==> src/rtl/os_pkg.sv <==
`timescale 1ns/1ps
package os_pkg;
  // Smallest synchroniser depth that resolves metastability on the trigger pins.
  localparam int unsigned OS_MIN_SYNC = 2;

  // Raw qualified edge flags, one per trigger path.
  typedef struct packed {
    logic fall_seen;
    logic rise_seen;
  } os_edge_t;
endpackage

==> src/rtl/os_sync.sv <==
`timescale 1ns/1ps
module os_sync #(
  parameter int unsigned STAGES = 2
) (
  input  logic clk,
  input  logic d,
  output logic q
);
  logic [STAGES-1:0] chain;

  for (genvar g = 0; g < STAGES; g++) begin : g_stage
    if (g == 0) begin : g_first
      always_ff @(posedge clk) chain[g] <= d;
    end else begin : g_next
      always_ff @(posedge clk) chain[g] <= chain[g-1];
    end
  end

  assign q = chain[STAGES-1];
endmodule

==> src/rtl/os_trig.sv <==
`timescale 1ns/1ps
module os_trig
  import os_pkg::*;
#(
  parameter int unsigned SYNC_STAGES = OS_MIN_SYNC
) (
  input  logic clk,
  input  logic rst_n,
  input  logic fall_pin,
  input  logic rise_pin,
  output logic hit
);
  // Cycles after clear release before the edge history can be trusted.
  localparam int unsigned ARM_CYCLES = SYNC_STAGES + 1;
  localparam int unsigned ARM_W      = $clog2(ARM_CYCLES + 1);

  logic             a_s, b_s, a_prev, b_prev;
  logic [ARM_W-1:0] arm_cnt;
  logic             armed;
  os_edge_t         raw;

  os_sync #(.STAGES(SYNC_STAGES)) u_sync_fall (.clk(clk), .d(fall_pin), .q(a_s));
  os_sync #(.STAGES(SYNC_STAGES)) u_sync_rise (.clk(clk), .d(rise_pin), .q(b_s));

  // The history flops keep tracking the pins during a clear, so release sees no step.
  always_ff @(posedge clk) begin
    a_prev <= a_s;
    b_prev <= b_s;
  end

  always_ff @(posedge clk or negedge rst_n) begin
    if (!rst_n)                              arm_cnt <= '0;
    else if (arm_cnt != ARM_W'(ARM_CYCLES))  arm_cnt <= arm_cnt + 1'b1;
  end

  assign armed         = (arm_cnt == ARM_W'(ARM_CYCLES));
  assign raw.fall_seen = a_prev & ~a_s & b_s;
  assign raw.rise_seen = ~b_prev & b_s & ~a_s;
  assign hit           = armed & (|raw);
endmodule

==> src/rtl/os_timer.sv <==
`timescale 1ns/1ps
module os_timer #(
  parameter int unsigned CNT_W = 8
) (
  input  logic             clk,
  input  logic             rst_n,
  input  logic             start,
  input  logic [CNT_W-1:0] width,
  output logic             pulse
);
  logic [CNT_W-1:0] cnt_q, cnt_d;
  logic             idle;

  assign idle = (cnt_q == '0);

  // Load only when idle: a start during a running pulse is dropped.
  always_comb begin
    cnt_d = cnt_q;
    if (idle) begin
      if (start) cnt_d = width;
    end else begin
      cnt_d = cnt_q - 1'b1;
    end
  end

  always_ff @(posedge clk or negedge rst_n) begin
    if (!rst_n) begin
      cnt_q <= '0;
      pulse <= 1'b0;
    end else begin
      cnt_q <= cnt_d;
      pulse <= (cnt_d != '0);
    end
  end
endmodule

==> src/rtl/os_monostable.sv <==
`timescale 1ns/1ps
module os_monostable
  import os_pkg::*;
#(
  parameter int unsigned CNT_W       = 8,
  parameter int unsigned SYNC_STAGES = OS_MIN_SYNC
) (
  input  logic             clk,
  input  logic             rst_n,
  input  logic             trg_fall,
  input  logic             trg_rise,
  input  logic [CNT_W-1:0] width,
  output logic             q,
  output logic             q_n
);
  logic trig_hit;
  logic pulse;

  os_trig #(.SYNC_STAGES(SYNC_STAGES)) u_trig (
    .clk(clk), .rst_n(rst_n), .fall_pin(trg_fall), .rise_pin(trg_rise), .hit(trig_hit)
  );

  os_timer #(.CNT_W(CNT_W)) u_timer (
    .clk(clk), .rst_n(rst_n), .start(trig_hit), .width(width), .pulse(pulse)
  );

  assign q   = pulse;
  assign q_n = ~pulse;
endmodule

==> config.mk <==
export PLATFORM = sky130hd
export DESIGN_NAME = os_monostable
export DESIGN_NICKNAME = d
export VERILOG_FILES = /design/src/rtl/os_pkg.sv /design/src/rtl/os_sync.sv /design/src/rtl/os_trig.sv /design/src/rtl/os_timer.sv /design/src/rtl/os_monostable.sv
export SDC_FILE = /design/constraint.sdc
export NUM_CORES = 1
export LEC_CHECK = 0
export CELL_PAD_IN_SITES_DETAIL_PLACEMENT = 1
export CELL_PAD_IN_SITES_GLOBAL_PLACEMENT = 2
export CORE_UTILIZATION = 32
export CTS_CLUSTER_DIAMETER = 40
export CTS_CLUSTER_SIZE = 24
export DETAILED_ROUTE_END_ITERATION = 6
export HOLD_SLACK_MARGIN = 0.02
export PLACE_DENSITY_LB_ADDON = 0.12
export SETUP_SLACK_MARGIN = 0.05
export SLEW_MARGIN = 20
export SYNTH_ARGS = -nofsm -noshare
export SYNTH_HDL_FRONTEND = slang
export SYNTH_SLANG_ARGS = --single-unit
==> constraint.sdc <==
create_clock -name clk -period 2.2 [get_ports clk]
set_input_delay 0.22 -clock clk [delete_from_list [all_inputs] [get_ports clk]]
set_output_delay 0.22 -clock clk [all_outputs]
set_load 0.02 [all_outputs]
==> impl_metrics.env, run 1 <==
export IMPL_grt_pass1_vias=767
export IMPL_grt_setup_unrepaired="false"
export IMPL_reg2reg_setup_slack_ns=0.18
export IMPL_r2r_start="u_timer.cnt_q[0]$_DFF_PN0_"
export IMPL_yosys_area_top_type="dfrtp_1"
export IMPL_cts_setup_buffers=0
export IMPL_hpwl_um=1750
export IMPL_worstSetupStartpointType="register"
export IMPL_row_count=18
export IMPL_ff2ff_path_depth=7
export IMPL_p_total_mw=0.5243
export IMPL_finalSetupViolCount=0
export IMPL_initial_core_util_pct=34.57
export IMPL_placed_cell_area_um2=1084
export IMPL_initialDrtViolationCount=11
export IMPL_async_reset_ff_share_pct=64.71
export IMPL_cp_max_fo=4
export IMPL_cts_buffers=3
export IMPL_max_cap_violations=0
export IMPL_cp_arrival_ns=2.18
export IMPL_numPortBuffers=13
export IMPL_core_um2=2522
export IMPL_p_leak_nw=0.4347
export IMPL_highest_layer="met4"
export IMPL_clk_pin_slew_ns=0.10
export IMPL_clkLatencyLatePin_ns=0.29
export IMPL_fin_util_pct=45.78
export IMPL_yosysUniqueCellTypes=37
export IMPL_cts_sinks=17
export IMPL_num_fill_cells=298
export IMPL_clock_skew_ns=0.001911
export IMPL_status="finished clean"
export IMPL_register_area_um2=395.4
export IMPL_multi_input_area_um2=496.7
export IMPL_cts_max_path_buffers=2
export IMPL_drv_slew=0
export IMPL_max_slew_margin_rel_pct=65.88
export IMPL_final_cell_mix="clkdlybuf4s50_1, dfrtp_1, buf_4, nand2_1, dfxtp_1"
export IMPL_final_layout_size_suffix_gt1_share_pct=21.82
export IMPL_hold_viol_final=0
export IMPL_critical_path_required_ns=2.36
export IMPL_syn_avg_cell_area_um2=9.910
export IMPL_ctsHoldBuffers=0
export IMPL_antenna_found_initial=0
export IMPL_dpl_worst_slack_ns=0.06083
export IMPL_io_pins=14
export IMPL_stdcell_area_um2=1155
export IMPL_dr_wl_met3_um=44
export IMPL_yosys_warnings=0
export IMPL_netlist_area_um2=872.1
export IMPL_dieArea_um2=2938
export IMPL_hold_path_class="input pin to async pin"
export IMPL_fin_crit_sh_pct=91.72
export IMPL_yosys_area_top_type_share_pct=31.56
export IMPL_grt_first_pass_wirelength_um=3746
export IMPL_crit_type="register to register"
export IMPL_drtAntennaViolNets=0
export IMPL_die_width_um=54.21
export IMPL_p_per_area_nw_per_um2=454.0
export IMPL_finalSetupTns_ns=0
export IMPL_route_detailed_drc=0
export IMPL_area_growth_pct=32.43
export IMPL_synth_top_cells_by_area="dfrtp_1, dfxtp_1, ha_1, nand2_1, nand3_1"
export IMPL_reg2reg_to="u_timer.pulse$_DFF_PN0_"
export IMPL_cts_max_level=1
export IMPL_syn_nets=103
export IMPL_grt_start_max_net_pins=12
export IMPL_grt_use_total_pct=18.16
export IMPL_wl_met1_um=1164
export IMPL_fmax_ghz=0.4956
export IMPL_ir_worst_vdd_mv=0.3798
export IMPL_synth_seq_cells=17
export IMPL_drt_vias_per_instance=5.536
export IMPL_dr_wl_met2_um=1100
export IMPL_via_count=775
export IMPL_ys_seq_area_share_pct=45.34
export IMPL_drt_wl_total_um=2321
export IMPL_die_y_um=54.21
export IMPL_gp_congestion=0.8174
export IMPL_setup_ws_ns=0.1821
export IMPL_final_common_cell="clkdlybuf4s50_1"
export IMPL_synth_cells=88
export IMPL_worst_slew_pin_transition_ns=0.5101
export IMPL_dr_pass1_iters=6
export IMPL_cp_startpoint="u_timer.cnt_q[0]$_DFF_PN0_"
export IMPL_cts_root_buffer="clkbuf_4"
export IMPL_synth_edf_count=0
export IMPL_tritoncts="yes"
export IMPL_grt_ovfl_total=0
export IMPL_avgRoutedWirePerCell_um=16.58
export IMPL_period_minus_slack_ns=2.018
export IMPL_endpoint_kind="register"
export IMPL_nets=126
export IMPL_diodes=0
export IMPL_synthFlopType="dfrtp_1"
-- cells in the mapped netlist (all sizes together), types with 2 or more instances --
cell type and instances:
or4 2, xnor2 2, a22oi 2, dfxtp 6, ha 3, and3 2
nor3 3, or3 3, o21bai 2, nor2b 2, nand4 3, nand2 7
o21ai 3, nand2b 2, nor3b 2, o41ai 2, o31ai 2, and2 3
a311oi 2, inv 4, nand3 4, a31oi 3, dfrtp 11
-- critical path, stage by stage (launching register included) --
cell and delay (ns):
dfrtp_1 0.39, inv_1 0.10, ha_2 0.20, or3b_4 0.42, a311oi_4 0.31, nand2_1 0.13
a32oi_2 0.23, nand4b_1 0.13
-- how the worst max path moves through the flow --
stage | to | depth (start not counted)
after global routing | u_timer.pulse$_DFF_PN0_ | 7
after floorplan | u_timer.pulse$_DFF_PN0_ | 7
after detailed placement | u_timer.pulse$_DFF_PN0_ | 7
after CTS | u_timer.pulse$_DFF_PN0_ | 7
after global placement | u_timer.pulse$_DFF_PN0_ | 7
final | u_timer.pulse$_DFF_PN0_ | 7
-- layout make-up --
type                            count  area share (%)
Sequential cell                    17           34.24
Timing Repair Buffer               20           15.82
Tap cell                           30           3.250
Multi-Input combinational cell     65           43.01
Clock inverter                      1          0.4334
Clock buffer                        3           1.950
Inverter                            4           1.300
-- timing repair --
item,CTS,global route
endpoints found under the setup margin,1,1
resized for setup,1,9
pin swaps,1,4
-- routing by layer --
metal,vias to the layer above,GRT usage [%]
met3,2,1.695
met1,380,24.10
met2,14,30.28
met4,0,6.410
met5,-,0
li1,379,-
-- stage by stage --
| step | cells | hold WS [ns] |
|---|---|---|
| after detailed placement | 136 | 0.3139 |
| after CTS | 140 | 0.2736 |
| final | 140 | 0.2615 |
| after floorplan | 88 | -0.07559 |
| after global placement | 136 | 0.3126 |
| after global routing | 140 | 0.2920 |
-- cell families after synthesis --
kind of cell             Yosys count  share of synthesized area (%)
AND/OR/NAND/NOR                   38                          26.11
AO/OA/AOI/OAI                     21                          18.22
flip-flops                        17                          45.34
buffers and inverters              6                          2.725
adder cells (fa/ha/maj)            3                          4.305
XOR/XNOR                           2                          2.009
multiplexers                       1                          1.291
-- sequential cells by signal (all words and copies together) (netlist names) --
| signal | flops |
|---|---|
| u_timer.cnt_q | 8 |
| u_trig.arm_cnt | 2 |
| u_timer.pulse | 1 |
| u_trig.a_prev | 1 |
| u_trig.b_prev | 1 |
| u_trig.u_sync_fall.chain | 1 |
| u_trig.u_sync_fall.q | 1 |
| u_trig.u_sync_rise.chain | 1 |
| u_trig.u_sync_rise.q | 1 |
-- where the power goes --
group          switching (mW)  leakage, nW  internal [mW]
Sequential            0.00261        0.163          0.317
Combinational          0.0163        0.254         0.0213
Clock                   0.100       0.0177         0.0675
No activity file was read; power rests on OpenSTA's default activity.
==> inputs of run 2 (changes only) <==
--- a/config.mk
+++ b/config.mk
@@ -11,7 +11,6 @@
 export CTS_CLUSTER_DIAMETER = 40
 export CTS_CLUSTER_SIZE = 24
 export DETAILED_ROUTE_END_ITERATION = 6
-export HOLD_SLACK_MARGIN = 0.02
 export PLACE_DENSITY_LB_ADDON = 0.12
 export SETUP_SLACK_MARGIN = 0.05
 export SLEW_MARGIN = 20
==> results of run 2 <==
No change in the layout: final DEF, timing and power equal those of run 1.
==> inputs of run 3 (changes only) <==
--- a/config.mk
+++ b/config.mk
@@ -5,9 +5,10 @@
 export SDC_FILE = /design/constraint.sdc
 export NUM_CORES = 1
 export LEC_CHECK = 0
+export ABC_CLOCK_PERIOD_IN_PS = 2200
 export CELL_PAD_IN_SITES_DETAIL_PLACEMENT = 1
 export CELL_PAD_IN_SITES_GLOBAL_PLACEMENT = 2
-export CORE_UTILIZATION = 32
+export CORE_UTILIZATION = 31
 export CTS_CLUSTER_DIAMETER = 40
 export CTS_CLUSTER_SIZE = 24
 export DETAILED_ROUTE_END_ITERATION = 6
@@ -16,4 +17,5 @@
 export SLEW_MARGIN = 20
 export SYNTH_ARGS = -nofsm -noshare
 export SYNTH_HDL_FRONTEND = slang
+export SYNTH_HIERARCHICAL = 1
 export SYNTH_SLANG_ARGS = --single-unit
==> run 3 against run 2 <==
Compared with the run above: the run now ends with setup timing left; clock power fell by 4%; die area shrank 5.6%; maximum frequency decreased by 8.5%; register-to-register slack worse by 0.19 ns; utilization grew 1.3 points; total power decreased by 1.1%; worst setup slack got worse by 0.19 ns; critical path depth grew 1; combinational power increased by 2%; non-clock buffer count rose by 5; critical path type unchanged; global-route usage is 2.1 points lower; hold slack better by 0.0012 ns.
==> impl_metrics.env, run 3 <==
export IMPL_cts_buffers=3
export IMPL_nets=121
export IMPL_crit_type="register to register"
export IMPL_grt_first_pass_wirelength_um=3091
export IMPL_netlist_area_um2=795.8
export IMPL_cp_buffers_inverters=0
export IMPL_ys_seq_area_share_pct=49.69
export IMPL_reg2reg_setup_slack_ns=-0.005
export IMPL_worstSetupStartpointType="register"
export IMPL_final_cell_mix="clkdlybuf4s50_1, buf_4, dfrtp_1, nor2_1, dfxtp_1"
export IMPL_clock_skew_ns=0.005107
export IMPL_endpoint_kind="register"
export IMPL_max_cap_violations=0
export IMPL_drv_slew=0
export IMPL_violations="setup timing"
export IMPL_numPortBuffers=13
export IMPL_status="complete, but fails checks"
export IMPL_critPathSlowestCell="or4b_4"
export IMPL_final_common_cell="clkdlybuf4s50_1"
export IMPL_gp_congestion=0.7534
export IMPL_area_growth_pct=37.26
export IMPL_grt_setup_unrepaired="true"
export IMPL_cts_sinks=17
export IMPL_placed_cell_area_um2=1042
export IMPL_worstPathCellList="ha_2 -> nand2_2 -> nor3_4 -> or4b_4 -> o22ai_2 -> nor2_1 -> a211o_1 -> or4_1"
export IMPL_synth_top_cells_by_area="dfrtp_1, dfxtp_1, ha_1, nor2_1, a211oi_1"
export IMPL_cts_max_level=1
export IMPL_reg2reg_to="u_timer/pulse$_DFF_PN0_"
export IMPL_finalSetupTns_ns=-0.004851
export IMPL_syn_avg_cell_area_um2=10.07
export IMPL_clkLatencyLatePin_ns=0.28
export IMPL_p_per_area_nw_per_um2=474.7
export IMPL_syn_nets=94
export IMPL_via_count=701
export IMPL_r2r_start="u_trig/arm_cnt[0]$_DFFE_PN0P_"
export IMPL_hold_path_class="input pin to async pin"
export IMPL_row_count=17
export IMPL_async_reset_ff_share_pct=64.71
export IMPL_max_slew_margin_rel_pct=66.01
export IMPL_diodes=0
export IMPL_cp_startpoint="u_trig/arm_cnt[0]$_DFFE_PN0P_"
export IMPL_yosys_area_top_type="dfrtp_1"
export IMPL_io_pins=14
export IMPL_p_leak_nw=0.4332
export IMPL_synth_edf_count=0
export IMPL_finalSetupViolCount=1
export IMPL_route_detailed_drc=0
export IMPL_clk_pin_slew_ns=0.10
export IMPL_cts_root_buffer="clkbuf_4"
export IMPL_grt_use_total_pct=16.07
export IMPL_setup_ws_ns=-0.004851
export IMPL_grt_start_max_net_pins=13
export IMPL_hold_viol_final=0
export IMPL_drtAntennaViolNets=0
export IMPL_dr_pass1_iters=3
export IMPL_stdcell_area_um2=1092
export IMPL_antenna_found_initial=0
export IMPL_grt_ovfl_total=0
export IMPL_cpPeakStageDelay_ns=0.47
export IMPL_ff2ff_path_depth=8
export IMPL_initialDrtViolationCount=7
export IMPL_fmax_ghz=0.4535
export IMPL_final_layout_size_suffix_gt1_share_pct=23.81
export IMPL_yosys_area_top_type_share_pct=34.59
export IMPL_reg_top3="u_timer/cnt_q (8), u_trig/arm_cnt (2)"
export IMPL_dieArea_um2=2774
export IMPL_cts_max_path_buffers=2
export IMPL_fin_util_pct=47.11
export IMPL_max_flop_register="u_timer/cnt_q"
export IMPL_ir_worst_vdd_mv=0.3332
export IMPL_synth_cells=79
export IMPL_critical_path_required_ns=2.36
export IMPL_crit_end="u_timer/pulse$_DFF_PN0_"
export IMPL_avgRoutedWirePerCell_um=14.16
export IMPL_grt_pass1_vias=700
export IMPL_yosysUniqueCellTypes=31
export IMPL_cp_max_fo=2
export IMPL_num_fill_cells=276
export IMPL_synth_seq_cells=17
export IMPL_synthMostInstantiatedCell="dfrtp_1"
export IMPL_drt_vias_per_instance=5.271
export IMPL_tritoncts="yes"
export IMPL_synth_common_cells="dfrtp_1, nor2_1, dfxtp_1, nand2_1"
export IMPL_cp_arrival_ns=2.37
export IMPL_die_y_um=52.67
export IMPL_die_width_um=52.67
export IMPL_period_minus_slack_ns=2.205
export IMPL_cp_top_family="simple AND/OR/NAND/NOR gates"
export IMPL_synthFlopType="dfrtp_1"
export IMPL_hpwl_um=1470
export IMPL_core_um2=2318
export IMPL_cp_num_cells=8
export IMPL_worst_slew_pin_transition_ns=0.5083
export IMPL_largest_reg_flops=8
export IMPL_fin_crit_sh_pct=100.2
export IMPL_drt_wl_total_um=1883
export IMPL_yosys_warnings=6
export IMPL_initial_core_util_pct=34.32
-- run 3: cells by family after synthesis --
family / Yosys count / share of synthesized area [%]
and+or+nand+nor: 31 / 20.91
buffers and inverters: 6 / 2.987
DFF: 17 / 49.69
xor gates and xnor gates: 1 / 1.101
muxes: 2 / 3.144
adders and majority gates: 3 / 4.717
AOI/OAI and AO/OA: 19 / 17.45
-- run 3: report_power, final --
group / internal, mW / leakage [nW] / switching, mW
clock network: 0.0674 / 0.0177 / 0.0937
logic: 0.0234 / 0.252 / 0.0151
registers: 0.316 / 0.163 / 0.00243
total: 0.407 / 0.433 / 0.111
-- run 3: stage by stage --
stage / power [mW] / std cells / hold slack (ns) / worst slack [ns]
after floorplan: 0.3318 / 79 / -0.07559 / -0.07965
after global placement: 0.3603 / 128 / 0.3139 / 0.0002980
after detailed placement: 0.3607 / 128 / 0.3143 / -0.04312
after CTS: 0.5281 / 133 / 0.2862 / 0.02442
after global routing: 0.5487 / 133 / 0.2845 / -0.07982
final: 0.5185 / 133 / 0.2626 / -0.004851
-- run 3: area by class of cell --
class                   count  area (µm²)  share of cell area, %
inverters                   3       11.26                  1.031
multi-input cells          56       402.9                  36.88
repair buffers             25       220.2                  20.16
clock inverters             1       5.005                 0.4582
clock buffers               3       22.52                  2.062
flip-flops and latches     17       395.4                  36.20
well taps                  28       35.03                  3.207
-- run 3: timing repair --
| item | CTS | global route |
|---|---|---|
| endpoints found under the setup margin | 1 | 1 |
| setup buffers | 1 | 0 |
| hold buffers | 0 | 0 |
| pin swaps | 3 | 0 |
| resized for setup | 1 | 2 |
-- run 3: layer usage --
metal	part of all wire, %	vias up	global-route usage (%)
met4	0.85	0	9.211
li1	-	349	-
met2	48	9	27.43
met3	2.2	2	1.739
met5	0	-	0
met1	49	341	19.26
-- run 3: how the worst min path moves through the flow --
stage                                             start                            end  slack (ns)  cells past startpoint
detailed placement  u_trig/u_sync_fall/chain[0]$_DFF_P_   u_trig/u_sync_fall/q$_DFF_P_        0.31                      0
finish                                            rst_n  u_trig/arm_cnt[0]$_DFFE_PN0P_        0.26                      1
floorplan                                         rst_n     u_timer/cnt_q[0]$_DFF_PN0_       -0.08                      0
global placement    u_trig/u_sync_rise/chain[0]$_DFF_P_   u_trig/u_sync_rise/q$_DFF_P_        0.31                      0
CTS                                               rst_n  u_trig/arm_cnt[1]$_DFFE_PN0P_        0.29                      1
global route                                      rst_n  u_trig/arm_cnt[0]$_DFFE_PN0P_        0.28                      1
